### src/rtl/tx_octet5_proc.sv
module tx_octet5_proc #(
  parameter int          CELL_LEN  = 53,
  parameter int          HDR_LEN   = 4,
  parameter logic [7:0]  PAT_A     = 8'h55,
  parameter logic [7:0]  PAT_B     = 8'hAA,
  parameter logic [7:0]  HEC_COSET = 8'h55,
  parameter logic [7:0]  IDLE_FILL = 8'h6A
) (
  input  logic       clk,
  input  logic       rst_n,
  input  logic       fifo_cell_avail,
  input  logic [7:0] fifo_data,
  output logic       fifo_rd,
  input  logic       gfc_ser_in,
  input  logic       gfc_en,
  input  logic       pat_const,
  input  logic       irq_en,
  input  logic       idle_hec_en,
  input  logic [7:0] idle_byte5,
  input  logic       csr_rd,
  output logic [7:0] tx_data,
  output logic       tx_sof,
  output logic       err_status,
  output logic       irq
);
  localparam int IW = $clog2(CELL_LEN);

  logic [IW-1:0] idx;
  logic          user_q, alt;
  logic [7:0]    crc, idle_b, src, out_b;
  logic [3:0]    gfc_sh, gfc_hold;

  function automatic logic [7:0] crc8_step(input logic [7:0] c, input logic [7:0] d);
    logic [7:0] r;
    r = c ^ d;
    for (int i = 0; i < 8; i++) r = r[7] ? ((r << 1) ^ 8'h07) : (r << 1);
    return r;
  endfunction

  wire first   = (idx == '0);
  wire user    = first ? fifo_cell_avail : user_q;
  wire oct5    = (idx == IW'(HDR_LEN));
  wire [7:0] exp_pat = (pat_const || !alt) ? PAT_A : PAT_B;
  wire mism    = user && oct5 && (fifo_data != exp_pat);

  assign fifo_rd = user;
  assign irq     = err_status & irq_en;

  always_comb begin
    if (idx < IW'(HDR_LEN - 1))       idle_b = 8'h00;
    else if (idx == IW'(HDR_LEN - 1)) idle_b = 8'h01;
    else                              idle_b = IDLE_FILL;
  end

  assign src = user ? fifo_data : idle_b;

  always_comb begin
    out_b = src;
    if (first && user && gfc_en) out_b[7:4] = gfc_hold;
    if (oct5) out_b = (user || idle_hec_en) ? (crc ^ HEC_COSET) : idle_byte5;
  end

  always_ff @(posedge clk or negedge rst_n) begin
    if (!rst_n) begin
      idx        <= '0;
      user_q     <= 1'b0;
      alt        <= 1'b0;
      crc        <= '0;
      gfc_sh     <= '0;
      gfc_hold   <= '0;
      err_status <= 1'b0;
      tx_data    <= '0;
      tx_sof     <= 1'b0;
    end else begin
      idx        <= (idx == IW'(CELL_LEN - 1)) ? '0 : idx + 1'b1;
      if (first) user_q <= fifo_cell_avail;
      if (first)                       crc <= crc8_step(8'h00, out_b);
      else if (idx < IW'(HDR_LEN))     crc <= crc8_step(crc, out_b);
      if (user && oct5) alt <= ~alt;
      if (idx < IW'(4)) gfc_sh <= {gfc_sh[2:0], gfc_ser_in};
      if (idx == IW'(CELL_LEN - 1)) gfc_hold <= gfc_sh;
      err_status <= mism | (err_status & ~csr_rd);
      tx_data    <= out_b;
      tx_sof     <= first;
    end
  end
endmodule

### config.mk
export PLATFORM = sky130hd
export DESIGN_NAME = tx_octet5_proc
export DESIGN_NICKNAME = d
export VERILOG_FILES = /design/src/rtl/tx_octet5_proc.sv
export SDC_FILE = /design/constraint.sdc
export NUM_CORES = 1
export LEC_CHECK = 0
export ABC_CLOCK_PERIOD_IN_PS = 3700
export BUFFER_PORTS_ARGS = -buffer_cell sky130_fd_sc_hd__clkbuf_2
export CAP_MARGIN = 20
export CORE_ASPECT_RATIO = 0.7
export CORE_MARGIN = 2
export CORE_UTILIZATION = 45
export CTS_CLUSTER_DIAMETER = 200
export DETAILED_ROUTE_END_ITERATION = 8
export GPL_ROUTABILITY_DRIVEN = 0
export PLACE_DENSITY = 0.72
export SYNTH_ARGS = -nofsm -noshare
export SYNTH_HDL_FRONTEND = slang
export SYNTH_SLANG_ARGS = --single-unit
### constraint.sdc
create_clock -name clk -period 3.7 [get_ports clk]
set_input_delay 0 -clock clk [delete_from_list [all_inputs] [get_ports clk]]
set_output_delay 0 -clock clk [all_outputs]
set_load 0.005 [all_outputs]
* Yosys cells after proc, flatten, opt, wreduce, memory -nomap -nowiden *
Cells that the tools add are included.

operators by class
  add/sub/neg operators = 1
  magnitude comparators = 2
  equal/unequal tests = 4
  mux-type cells = 27
  bitwise logic cells = 23
  reduce and logical (&&, ||, !) cells = 9

operator list
  operator                                                                      number
  8-bit 2-to-1 mux                                                              7
  3-bit 2-to-1 mux                                                              16
  3-bit NOT                                                                     16
  8-bit inequality test                                                         1
  8-bit XOR                                                                     1
  7-bit 2-to-1 mux                                                              1
  6-bit by 1-bit adder with 6-bit output, second input constant                 1
  6-bit by 2-bit equality test with 1-bit output, second input constant         1
  6-bit by 3-bit equality test with 1-bit output, second input constant         1
  6-bit equality test, second input constant                                    1
  6-bit logical NOT                                                             1
  6-bit by 2-bit less-than comparator with 1-bit output, second input constant  1
  6-bit by 3-bit less-than comparator with 1-bit output, second input constant  1
  6-bit 2-to-1 mux                                                              1
  1-bit logical AND                                                             4
  4-bit 2-to-1 mux                                                              1
  4-bit NOT                                                                     1
  1-bit bitwise AND                                                             2
  1-bit logical OR                                                              2
  1-bit NOT                                                                     2
  2-bit nonzero test                                                            1
  1-bit logical NOT                                                             1
  1-bit 2-to-1 mux                                                              1
  1-bit OR                                                                      1

word-level totals
  register bits = 34
  input bits = 25
  logic and storage cells = 75

* Depth between registers and ports, before layout *
  depth after elaboration = 25
  gate-level depth with buffers = 13
  mapped depth without buffers = 11

* Least setup slack after synthesis *
No wires, ideal clock.

  path type = reg-to-reg
  from = reg idx[0]
  to = reg crc[2]
  data arrival time = 2.795 ns
  setup slack = 0.823 ns
  stages on the path, launching flop included = 12
  buffers on the path = 1
  cells stage by stage = dfrtp_1 -> inv_1 -> ha_1 -> buf_2 -> nand2_1 -> nor4_1 -> a221oi_1 -> a311o_1 -> and3_4 -> o21a_1 -> or3_1 -> a31oi_1

between the ends
  word-level cells in the longest chain between the ends = 13
  elaborated cells between the ends (all ways) = 37
  classes of those cells = order compare (2); eq/ne (2); mux (19); bitwise (9); reduce/logical (5)

ends and longest elaborated chain
  what                                                                                                            RTL line  source
  start: declaration                                                                                              28        logic [IW-1:0] idx;
  start signal: assignment                                                                                        75        idx <= (idx == IW'(CELL_LEN - 1)) ? '0 : idx + 1'b1;
  parallel branches: the longest is 13 deep, another holds 6-bit by 2-bit less-than comparator with 1-bit output  n/a
  end signal: assignment                                                                                          77        if (first) crc <= crc8_step(8'h00, out_b);
  end signal: assignment                                                                                          78        else if (idx < IW'(HDR_LEN)) crc <= crc8_step(crc, out_b);
  end: declaration                                                                                                30        logic [7:0] crc, idle_b, src, out_b;

Parallel ways; which one is timed is not known. The select of a mux whose other input is x is not followed.
A chain may end at the register's enable or synchronous reset.

* Final worst setup path *
  from = reg idx[3]
  to = reg crc[2]

between the ends
  word-level cells in the longest chain between the ends = 13
  elaborated cells between the ends (all ways) = 37
  classes of those cells = order compare (2); eq/ne (2); mux (19); bitwise (9); reduce/logical (5)

ends and longest elaborated chain
  what                                                                                                           RTL line  source
  parallel branches: the longest is 4 deep, another holds 6-bit by 2-bit less-than comparator with 1-bit output  n/a
  8-bit 2-to-1 mux *                                                                                             60        if (oct5) out_b = (user || idle_hec_en) ? (crc ^ HEC_COSET) : idle_byte5;
  named net out_b[0]                                                                                             30
  8-bit XOR                                                                                                      35        r = c ^ d;
  3-bit NOT (no source line)                                                                                     n/a
  3-bit 2-to-1 mux                                                                                               36        for (int i = 0; i < 8; i++) r = r[7] ? ((r << 1) ^ 8'h07) : (r << 1);
  3-bit NOT (no source line)                                                                                     n/a
  3-bit 2-to-1 mux (2 in a row)                                                                                  36
  8-bit 2-to-1 mux                                                                                               78
  8-bit 2-to-1 mux *                                                                                             77

Mark *: on every way through the listed nets, which the timed path passes. The select of a mux whose other input is x is not followed.

==> out/metrics.cfg <==
[layout]
nets = 323
syn_to_final_growth_pct = 15.35
stdcell_count = 366
final_util_pct = 54.54
antenna_cells = 0
drive_gt1_share_pct = 21.21

[power_and_ir_drop]
swShare_pct = 34.09
seqPwrFrac_pct = 40.0
p_per_area_mw_per_mm2 = 407.9
combPwrFrac_pct = 32.8
switching_power_mw = 0.3687
power.leakage_nw = 1.167
cell_internal_pwr_mw = 0.7127
pwr-share-clk_pct = 27.1
vdd_drop_max_mv = 0.1929

[setup_path]
path_class = flip-flop to flip-flop
arrival_ns = 3.39
crit_required_ns = 3.92
start_kind = flip-flop
critPathCaptureType = flip-flop
cp_max_fo = 25

[yosys]
yosysWarnings = 0
synth_most_common_cell = dfrtp_1
synth.area.top_cells = dfrtp_1 37%, xnor2_1 5.7%, nand2_1 4.4%
ys_seq_area_share_pct = 37.02
synth_edf_count = 0
synth_area_per_cell_um2 = 8.840
async_flop_share_pct = 100.0
synth_nets = 287
synth_seq_cells = 34
synth_top_area_share_pct = 37.02
syn_area_mm2 = 0.002298
synth_cell_types = 53
netlist_top_cells_count = 34 x dfrtp_1, 27 x nand2_1, 20 x nor2_1
synth_top_cell_by_area = dfrtp_1
synth_flop_cell = dfrtp_1
synthCells = 260

[cts]
clock_latency_ns = 0.30
cts.reportedPaths.clkPinSlew_ns = 0.07
clock_path_buffers = 2
hold_buffers = 3
root_buffer = clkbuf_8
h-tree-depth = 2
post-cts-setup-buffers = 0
cts_resized = 0
cts.sinks = 34
cts_buffers = 5
tritoncts = built

[floorplan]
core.rowCount = 21
coreArea_mm2 = 0.004861
die_area_mm2 = 0.005705
die_h_um = 63.80
ios = 37
start_util_pct = 47.28
die_w_um = 89.42

[detailed_routing]
first_pass_iters = 4
initialDrtViolationCount = 204
drc_errors = 0
wl_per_cell_um = 15.62
drt.antenna.violating_nets = 0
vias = 2075
drt_wl_total_um = 5716
avgViaCountPerCell = 5.669

[timing]
hold_violations = 0
fmax_mhz = 314.9
whs_ns = 0.09524
drv_slew = 0
rsz0062_at_grt = false
skew_ns = 0.01102
finalSetupViolations = 0
min_period_over_period_pct = 85.84
fin_setup_tns_ns = 0
min_period_ns = 3.176
relSlewSlack_pct = 42.63
worstMarginPinSlew_ns = 0.8605

[placed_design]
dp_cells = 355
port_buffers = 36
dp_hpwl_um = 4208

[global_route]
grt_max_degree = 35
grt_pass1_wl_um = 9315
grt_pass1_vias = 1879
grt_antenna_before_repair = 0
grt_util_met3_pct = 5.943
use_met1_pct = 32.65
grt-ovfl-total = 0
track_usage_pct = 21.75
busiest_layer = met1
gr-usage-met2_pct = 30.65

[status]
status = completed

[worst_hold_path]
hold_path.class = input pin to flip-flop

[run]
maxCapViolCount = 0

[through the flow]
stage / cell area [um2] / setup WS (ns) / total power [mW]
after floorplan: 2298 / 0.8226 / 0.7027
after global placement: 2530 / 0.6687 / 0.7808
after detailed placement: 2530 / 0.5849 / 0.7856
after CTS: 2651 / 0.5480 / 1.083
after global routing: 2651 / 0.3420 / 1.152
final: 2651 / 0.5241 / 1.081
[registers in the layout (all words and copies together), names as in the netlist]
| signal | cells |
|---|---|
| alt | 1 |
| crc | 8 |
| err_status | 1 |
| gfc_hold | 4 |
| gfc_sh | 4 |
| idx | 6 |
| tx_data | 8 |
| tx_sof | 1 |
| user_q | 1 |
[cells by family (layout without fill, tap and decap cells)]
logic type	count (synthesis)	in the layout	synth area share (%)
compound gates	67	67	19.49
mux	13	13	5.934
fa+ha+maj	2	2	1.089
flops	34	34	37.02
buf+inv	26	63	5.062
xor+xnor	26	26	9.908
simple gates	92	92	21.50
[critical path, cell delays in order, from the launching register on]
cell and delay [ns]:
dfrtp_1 0.49, or4_4 0.73, o21ai_4 0.31, nand2_2 0.12, a311o_1 0.41, clkinv_1 0.07, a21boi_1 0.37, nor3_2 0.12
or3_1 0.32, a31oi_1 0.17
[power by group through the flow]
stage / Clock (mW) / Sequential [mW] / Combinational [mW]
CTS: 0.297 / 0.432 / 0.353
floorplan: 0 / 0.422 / 0.281
finish: 0.293 / 0.433 / 0.355
global route: 0.312 / 0.437 / 0.402
global placement: 0 / 0.438 / 0.343
detailed placement: 0 / 0.439 / 0.346
[worst paths after layout]
path	to	from	cells after the start	slack [ns]
hold / removal	tx_data[5]	idle_byte5[5]	3	0.1
min in group asynchronous	alt	rst_n	2	0.34
hold reg to reg	alt	alt	1	0.48
setup reg to reg	crc[2]	idx[3]	9	0.52
setup / recovery	crc[2]	idx[3]	9	0.52
max in group asynchronous	crc[5]	rst_n	2	2.81
[placed cells by master, fill, tap and decap left out, types with 3 or more instances in the layout]
cell	instances
buf_4	4
inv_1	11
dfrtp_1	34
a21oi_1	12
nand2_1	27
clkbuf_2	36
a211oi_1	3
nor4_1	3
mux2_2	5
a21o_1	3
nand3_1	7
nor3b_1	3
a31oi_1	6
o211ai_1	7
o21a_1	5
xnor2_1	15
clkbuf_8	6
and3_1	4
dlygate4sd3_1	3
o21ai_0	16
mux2i_1	8
nor2_1	20
xor2_1	11
nor3_1	6
[cell type report]
type                       instances  area, um2
fill                             449       2210
multi-input combinational        200       1338
sequential                        34      850.8
timing repair buffer              43      240.2
clock buffer                       7      86.33
tap                               69      86.33
inverter                          12      45.04
clock inverter                     1      5.005
[routing by layer]
layer	up-vias	wire length (um)	share of wire, %
met3	10	604	11
li1	1000	-	-
met1	967	2661	47
met5	-	0	0
met2	98	2376	42
met4	0	74	1.3
Power figures use the tool's default switching activity.
